$ cat config.mk
export PLATFORM = sky130hd
export DESIGN_NAME = multiturn_sync
export DESIGN_NICKNAME = d
export VERILOG_FILES = /design/src/rtl/mts_pkg.sv /design/src/rtl/mts_ctrl.sv /design/src/rtl/mts_dp.sv /design/src/rtl/multiturn_sync.sv
export SDC_FILE = /design/constraint.sdc
export NUM_CORES = 1
export LEC_CHECK = 0
export ABC_AREA = 1
export BUFFER_PORTS_ARGS = -buffer_cell sky130_fd_sc_hd__buf_2
export CORE_ASPECT_RATIO = 1.4
export CORE_MARGIN = 1.5
export CORE_UTILIZATION = 39
export CTS_BUF_LIST = sky130_fd_sc_hd__clkbuf_4
export DETAILED_ROUTE_END_ITERATION = 6
export GPL_ROUTABILITY_DRIVEN = 0
export MAX_ROUTING_LAYER = met4
export REMOVE_ABC_BUFFERS = 1
export SLEW_MARGIN = 20
export SYNTH_ARGS = -nofsm -noshare
export SYNTH_HDL_FRONTEND = slang
export SYNTH_SLANG_ARGS = --single-unit
export TNS_END_PERCENT = 20
$ cat constraint.sdc
create_clock -name clk -period 2.4 [get_ports clk]
set_input_delay 0.12 -clock clk [delete_from_list [all_inputs] [get_ports clk]]
set_output_delay 0.12 -clock clk [all_outputs]
set_load 0.05 [all_outputs]
$ cat src/rtl/mts_pkg.sv
package mts_pkg;
  typedef struct packed {
    logic capture;
    logic track;
  } mts_strobe_t;

  typedef enum logic [1:0] {
    ST_REST = 2'd0,
    ST_LOW  = 2'd1,
    ST_HIGH = 2'd2
  } mts_state_t;
endpackage

$ cat src/rtl/mts_ctrl.sv
module mts_ctrl
  import mts_pkg::*;
#(
  parameter int IDLE_LEN = 8
) (
  input  logic        clk,
  input  logic        rstN,
  input  logic        sclk,
  output mts_strobe_t strobe,
  output logic        tracking
);
  localparam int CNT_W = $clog2(IDLE_LEN + 1);
  localparam logic [CNT_W-1:0] IDLE_MAX = CNT_W'(IDLE_LEN);

  mts_state_t state, stateNext;
  logic sclkQ;
  logic [CNT_W-1:0] idleCnt;
  logic fallEdge, riseEdge, idleOk;

  assign fallEdge = sclkQ & ~sclk;
  assign riseEdge = ~sclkQ & sclk;
  assign idleOk   = (idleCnt == IDLE_MAX);

  always_ff @(posedge clk) begin
    if (!rstN) begin
      sclkQ   <= 1'b1;
      idleCnt <= '0;
    end else begin
      sclkQ <= sclk;
      if (!sclk) idleCnt <= '0;
      else if (!idleOk) idleCnt <= idleCnt + CNT_W'(1);
    end
  end

  always_comb begin
    stateNext = state;
    case (state)
      ST_REST: if (fallEdge && idleOk) stateNext = ST_LOW;
      ST_LOW:  if (riseEdge) stateNext = ST_HIGH;
      ST_HIGH: if (fallEdge) stateNext = ST_REST;
      default: stateNext = ST_REST;
    endcase
  end

  always_ff @(posedge clk) begin
    if (!rstN) state <= ST_REST;
    else       state <= stateNext;
  end

  always_comb begin
    strobe.capture = (state == ST_REST) && fallEdge && idleOk;
    strobe.track   = strobe.capture || (state != ST_REST);
  end

  assign tracking = (state != ST_REST);
endmodule

$ cat src/rtl/mts_dp.sv
module mts_dp
  import mts_pkg::*;
#(
  parameter int CODE_W = 5
) (
  input  logic                clk,
  input  logic                rstN,
  input  mts_strobe_t         strobe,
  input  logic [CODE_W-1:0]   trackCode,
  input  logic                predMsb,
  input  logic                phaseTrail,
  output logic [CODE_W-2:0]   wordOut,
  output logic [CODE_W-1:0]   capCode
);
  localparam int WORD_W = CODE_W - 1;

  logic [CODE_W-1:0] capReg, codeSel, binCode;
  logic [WORD_W-1:0] baseWord, nextWord;
  logic refBit, incTrail, decLead;

  always_comb begin
    codeSel = strobe.capture ? trackCode : capReg;
    binCode[CODE_W-1] = codeSel[CODE_W-1];
    for (int i = CODE_W - 2; i >= 0; i--) begin
      binCode[i] = binCode[i+1] ^ codeSel[i];
    end
  end

  assign refBit   = binCode[0];
  assign baseWord = binCode[CODE_W-1:1];
  assign incTrail = phaseTrail & refBit & ~predMsb;
  assign decLead  = ~phaseTrail & ~refBit & predMsb;

  always_comb begin
    if (incTrail)     nextWord = baseWord + WORD_W'(1);
    else if (decLead) nextWord = baseWord - WORD_W'(1);
    else              nextWord = baseWord;
  end

  always_ff @(posedge clk) begin
    if (!rstN) begin
      capReg  <= '0;
      wordOut <= '0;
    end else begin
      if (strobe.capture) capReg <= trackCode;
      if (strobe.track)   wordOut <= nextWord;
    end
  end

  assign capCode = capReg;
endmodule

$ cat src/rtl/multiturn_sync.sv
module multiturn_sync
  import mts_pkg::*;
#(
  parameter int CODE_W   = 5,
  parameter int IDLE_LEN = 8
) (
  input  logic              clk,
  input  logic              rstN,
  input  logic              sclk,
  input  logic [CODE_W-1:0] trackCode,
  input  logic              predMsb,
  input  logic              phaseTrail,
  output logic [CODE_W-2:0] wordOut,
  output logic              tracking
);
  mts_strobe_t strobe;
  logic [CODE_W-1:0] capCode;

  mts_ctrl #(.IDLE_LEN(IDLE_LEN)) u_ctrl (
    .clk      (clk),
    .rstN     (rstN),
    .sclk     (sclk),
    .strobe   (strobe),
    .tracking (tracking)
  );

  mts_dp #(.CODE_W(CODE_W)) u_dp (
    .clk        (clk),
    .rstN       (rstN),
    .strobe     (strobe),
    .trackCode  (trackCode),
    .predMsb    (predMsb),
    .phaseTrail (phaseTrail),
    .wordOut    (wordOut),
    .capCode    (capCode)
  );
endmodule

==> results of run 1 <==
-- sequential cells by signal, indices dropped and copies added, names as in the netlist --
register	count
u_ctrl.idleCnt	4
u_ctrl.sclkQ	1
u_ctrl.state	2
u_dp.capCode	5
u_dp.wordOut	4
-- power breakdown --
| part | internal [uW] | switching [uW] |
|---|---|---|
| Combinational | 19.8 | 24.1 |
| Sequential | 268 | 1.80 |
| Clock | 60.7 | 94.7 |
-- metrics by stage --
step,hold WS (ps),std cells
6_report,42.2,212
5_1_grt,55.8,212
4_1_cts,48.4,211
3_5_place_dp,359,203
3_3_place_gp,353,203
2_1_floorplan,189,142
-- worst max-delay path, delay by kind of cell (launching register included) --
kind	cells	cell delay (ps)
buffers and inverters	4	440
flip-flops	1	330
AND/OR/NAND/NOR	8	750
AO/OA/AOI/OAI	1	50
adder cells (fa/ha/maj)	2	430
multiplexers	1	190
-- worst paths after layout --
check | start | slack (ps) | depth (start not counted) | endpoint
worst max-delay path | u_ctrl.idleCnt[1] | 80 | 16 | u_dp.wordOut[1]
worst min-delay path | sclk | 40 | 3 | u_ctrl.sclkQ
worst max register to register | u_ctrl.idleCnt[1] | 80 | 16 | u_dp.wordOut[1]
worst min register to register | u_ctrl.idleCnt[3] | 510 | 2 | u_ctrl.idleCnt[3]
-- layout by cell type (no fill, tap or decap), drive strengths merged --
master / instances
nand2: 32
buf: 32
inv: 23
nand3: 22
nor2: 16
dfxtp: 16
o21ai: 9
a21oi: 9
ha: 5
clkbuf: 3
o21bai: 2
xnor2: 2
mux2i: 2
nor3: 1
a211oi: 1
or2: 1
nand4: 1
clkinv: 1
-- logic make-up after synthesis --
| kind of cell | count (synthesis) | share of synthesized area |
|---|---|---|
| buffers and inverters | 24 | 0.0965 |
| multiplexers | 2 | 0.0198 |
| adder cells (fa/ha/maj) | 5 | 0.0619 |
| flip-flops | 16 | 0.317 |
| AO/OA/AOI/OAI | 21 | 0.134 |
| AND/OR/NAND/NOR | 73 | 0.354 |
| XOR/XNOR | 2 | 0.0173 |
-- final cells by class --
| cell class | count | area share |
|---|---|---|
| Sequential cell | 16 | 0.232 |
| Tap cell | 34 | 0.0305 |
| Clock buffer | 3 | 0.0162 |
| Clock inverter | 1 | 0.00270 |
| Inverter | 23 | 0.0620 |
| Timing Repair Buffer | 32 | 0.150 |
| Multi-Input combinational cell | 103 | 0.507 |
-- what timing repair did --
action | in CTS | in global routing
endpoints found under the hold margin | 0 | 0
endpoints found under the setup margin | 4 | 4
hold buffers | 0 | 0
resized for setup | 19 | 6
buffers inserted | 4 | 1
pin swaps | 10 | 7
-- routing by layer --
layer,part of all wire,up-vias
met5,0,-
met4,0.048,0
met3,0.038,11
met2,0.51,31
met1,0.41,460
li1,-,525
==> impl_metrics.py, run 1 <==
metrics = {
    "timing": {
        "final_hold_viol_count": 0,
        "period_share": 0.968,
        "fin_worst_skew_ps": 7.46,
        "maxSlewViolCount": 0,
        "tightest_slew_ps": 354,
        "finalSetupViolCount": 0,
        "grt_setup_unrepaired": "yes",
        "finalCriticalPeriod_ps": 2320,
        "slew-limit-headroom": 0.763,
        "fin_tns_setup_ps": 0,
        "fmax_mhz": 431,
        "setup_ws_ps": 77.8,
    },
    "cts": {
        "clkLatencyLatePin_ps": 300,
        "clk_pin_slew_ps": 100,
        "ctsRootBufferMaster": "clkbuf_4",
        "cts_max_path_buffers": 2,
        "cts_tree": "done",
        "cts_sinks": 16,
        "cts_max_level": 1,
        "cts_buffers": 3,
    },
    "logic_synthesis": {
        "yosys.area.top_type_share": 0.317,
        "synth_most_common_cell": "nand2_1",
        "ys_ff_latch": 16,
        "synth_edf_count": 0,
        "ys_seq_area_frac": 0.317,
        "synth_area_leaders": "dfxtp_1, nand2_1, nand3_1",
        "yosys.area.top_type": "dfxtp_1",
        "async_flop_share": 0,
        "synth-main-ff-cell": "dfxtp_1",
        "avgSynthCellArea_sq_um": 7.07,
        "yosys_warnings": 0,
        "syn_inst": 143,
        "yosysUniqueCellTypes": 24,
        "syn_area_sq_um": 1010,
        "synth_common_cells": "nand2_1, inv_1, dfxtp_1, nand3_1, nor2_1",
    },
    "finish": {
        "seqCellArea_sq_um": 323,
        "antenna_cells": 0,
        "final_core_util": 0.576,
        "fin_area_sq_um": 1390,
        "layout.nets": 194,
        "drive_gt1_frac": 0.393,
        "fill_cells": 237,
        "areaGrowthSynthToFinish_pct": 37.7,
        "multi_input_area_sq_um": 706,
    },
    "grt": {
        "met2_usage": 0.306,
        "track_usage": 0.190,
        "grt_overflow": 0,
        "grt_use_met1": 0.213,
        "antenna_found_initial": 0,
        "grt_pass1_wl_mm": 4.04,
        "grt_pass1_vias": 973,
        "busiest_layer": "met2",
        "grt_start_max_net_pins": 10,
        "use_met3": 0.0258,
    },
    "place": {
        "post-place-ws_ps": -86.4,
        "io_buffers": 14,
        "place_hpwl_mm": 1.81,
        "place_area_sq_um": 1210,
    },
    "status": {
        "outcome": "finished, final reports clean",
    },
    "die": {
        "ios": 15,
        "rows": 21,
        "die_w_um": 46.0,
        "start_util": 0.418,
        "die-area_sq_um": 2910,
        "die_height_um": 63.2,
        "coreArea_sq_um": 2420,
    },
    "worst_setup_path": {
        "slowest_delay_ps": 330,
        "cpMostUsedCell": "nand3_4",
        "critPathSlowestCell": "dfxtp_2",
        "critical_path_class": "flip-flop to flip-flop",
        "required_ps": 2590,
        "worstPathArrival_ps": 2510,
        "cp_cell_sequence": "inv_2, ha_4, nand2_2, nor2_4, nand3_4, buf_6, mux2i_4, ha_4, buf_4, nand3_2, nand3_4, nand3_4, inv_2, nand2_1, nand2_1, a21oi_2",
        "path_max_fanout": 6,
        "cp-end-kind": "flip-flop",
        "start_kind": "flip-flop",
    },
    "hold_path": {
        "hold_path_class": "input pin to flip-flop",
    },
    "flow_run": {
        "maxCapViolCount": 0,
    },
    "detailed_routing": {
        "wl_mm": 2.43,
        "drtIter0Drc": 22,
        "via_per_inst": 4.84,
        "firstDrtPassIters": 6,
        "drc_errors": 0,
        "num_vias": 1027,
        "wl_per_cell_um": 11.4,
        "ant_nets": 0,
    },
    "power": {
        "p_per_area_nw_per_um2": 337,
        "power_uw": 469,
        "p_leak_uw": 0.000668,
        "ir_drop_mv": 0.231,
    },
}
No activity file was read; power rests on OpenSTA's default activity.
==> inputs of run 2 (changes only) <==
--- a/config.mk
+++ b/config.mk
@@ -14,6 +14,7 @@
 export DETAILED_ROUTE_END_ITERATION = 6
 export GPL_ROUTABILITY_DRIVEN = 0
 export MAX_ROUTING_LAYER = met4
+export PLACE_DENSITY_LB_ADDON = 0.2
 export REMOVE_ABC_BUFFERS = 1
 export SLEW_MARGIN = 20
 export SYNTH_ARGS = -nofsm -noshare
==> run 2 against run 1 <==
Sequential share of layout area up 0.21 points. Count of clock-buffer cells in the layout did not move. Worst hold slack better by 20 ps. Setup slack got worse by 34 ps. Clock skew fell by 2.9 ps. Non-clock buffer count fell by 3. Clock power is 4% lower. Critical path type unchanged.
==> impl_metrics.py, run 2 (synthesized netlist as in run 1, its figures left out) <==
metrics = {
    "finish": {
        "final_cell_mix": "nand2_1, inv_1, nor2_1",
        "final_core_util": 0.571,
        "drive_gt1_frac": 0.366,
        "largest_reg_flops": 5,
        "antenna_cells": 0,
        "areaGrowthSynthToFinish_pct": 36.5,
        "layout.nets": 191,
        "layout_commonest_cell": "nand2_1",
    },
    "timing": {
        "maxSlewViolCount": 0,
        "period_share": 0.982,
        "grt_setup_unrepaired": "yes",
        "final_hold_viol_count": 0,
        "finalCriticalPeriod_ps": 2360,
        "finalSetupViolCount": 0,
        "tightest_slew_ps": 413,
        "fin_worst_skew_ps": 4.53,
        "slew-limit-headroom": 0.723,
        "fmax_mhz": 424,
        "setup_ws_ps": 43.8,
    },
    "detailed_routing": {
        "via_per_inst": 4.77,
        "wl_per_cell_um": 10.8,
        "wl_met1_um": 880,
        "wl_met2_mm": 1.27,
        "dr_wl_met3_um": 60,
        "firstDrtPassIters": 4,
        "top_layer_used": "met4",
        "ant_nets": 0,
        "drc_errors": 0,
        "wl_mm": 2.26,
        "num_vias": 997,
        "drtIter0Drc": 27,
    },
    "grt": {
        "grt_overflow": 0,
        "grt_pass1_vias": 992,
        "track_usage": 0.185,
        "grt_pass1_wl_mm": 4.01,
        "antenna_found_initial": 0,
        "grt_start_max_net_pins": 10,
    },
    "power": {
        "p_per_area_nw_per_um2": 336,
        "p_leak_uw": 0.000656,
        "ir_drop_mv": 0.258,
    },
    "worst_setup_path": {
        "crit_family": "simple AND/OR/NAND/NOR gates",
        "cp_num_buf_inv": 3,
        "cp_cell_sequence": "inv_2, ha_4, nand2_2, nor2_4, nand3_4, nand2_2, o21ai_4, xnor2_2, ha_4, inv_4, nand3_1, nand3_2, nand3_4, nand2_1, o21ai_1, o21bai_1, inv_1",
        "slowest_delay_ps": 340,
        "start_kind": "flip-flop",
        "path_max_fanout": 7,
        "critical_path_class": "flip-flop to flip-flop",
        "required_ps": 2590,
        "critPathSlowestCell": "dfxtp_2",
        "cp-end-kind": "flip-flop",
        "worstPathArrival_ps": 2550,
    },
    "cts": {
        "cts_tree": "done",
        "ctsRootBufferMaster": "clkbuf_4",
        "clkLatencyLatePin_ps": 290,
        "cts_sinks": 16,
        "clk_pin_slew_ps": 100,
        "cts_max_level": 1,
        "cts_buffers": 3,
        "cts_max_path_buffers": 2,
        "cts_hold_buffers": 0,
    },
    "place": {
        "place_hpwl_mm": 1.78,
        "io_buffers": 14,
        "post-place-ws_ps": -256,
    },
    "hold_path": {
        "hold_path_class": "input pin to flip-flop",
    },
    "die": {
        "die_height_um": 63.2,
        "coreArea_sq_um": 2420,
        "die_w_um": 46.0,
        "die-area_sq_um": 2910,
        "start_util": 0.418,
        "rows": 21,
        "ios": 15,
    },
    "flow_run": {
        "maxCapViolCount": 0,
    },
    "status": {
        "outcome": "finished, final reports clean",
    },
}
[run 2: changes by cell type in the layout (fill, tap and decap cells not counted), sizes merged]
| cell | delta |
|---|---|
| buf | -3 |
[run 2: final timing paths]
| kind | startpoint | end | slack (ps) | cells after the start |
|---|---|---|---|---|
| worst max-delay path | u_ctrl.idleCnt[0] | u_dp.wordOut[0] | 40 | 17 |
| worst min-delay path | rstN | u_ctrl.sclkQ | 60 | 2 |
| worst max register to register | u_ctrl.idleCnt[0] | u_dp.wordOut[0] | 40 | 17 |
| worst min register to register | u_ctrl.idleCnt[3] | u_ctrl.idleCnt[3] | 520 | 2 |
[run 2: power breakdown]
| part | switching, uW | leakage [uW] | internal [uW] |
|---|---|---|---|
| logic | 24.4 | 0.000510 | 20.3 |
| clock network | 88.9 | 0.0000154 | 60.5 |
| registers | 1.76 | 0.000130 | 268 |
| total | 115 | 0.000656 | 349 |
[run 2: metrics by stage]
step / cells / total power (uW) / hold slack [ps] / TNS (ps) / area (sq um)
2_1_floorplan: 142 / 295 / 189 / -773 / 1000
3_3_place_gp: 203 / 314 / 356 / -551 / 1210
3_5_place_dp: 203 / 316 / 364 / -898 / 1210
4_1_cts: 208 / 464 / 71.9 / 0 / 1350
5_1_grt: 209 / 483 / 77.6 / -459 / 1380
6_report: 209 / 464 / 62.0 / 0 / 1380
[run 2: final cells by class]
cell class	instances	area [sq um]
Fill cell	254	1040
Multi-Input combinational cell	103	713
Sequential cell	16	323
Timing Repair Buffer	29	186
Inverter	23	88.8
Tap cell	34	42.5
Clock buffer	3	22.5
Clock inverter	1	3.75
[run 2: worst register-to-register path, cell delays in order, from the launching register on]
cell and delay [ps]:
dfxtp_2 340, inv_2 80, ha_4 130, nand2_2 60, nor2_4 110, nand3_4 160
nand2_2 140, o21ai_4 70, xnor2_2 230, ha_4 260, inv_4 70, nand3_1 90
nand3_2 110, nand3_4 110, nand2_1 80, o21ai_1 60, o21bai_1 130, inv_1 50
[run 2: per-layer routing]
metal,global-route usage,vias up
met1,0.182,451
met5,-,-
met4,0.0536,0
met3,0.0287,6
met2,0.347,17
li1,-,523
[run 2: timing repair]
action	CTS	global route
gates resized for setup	19	7
endpoints found under the setup margin	4	4
pin swaps	11	8
buffers inserted	1	1
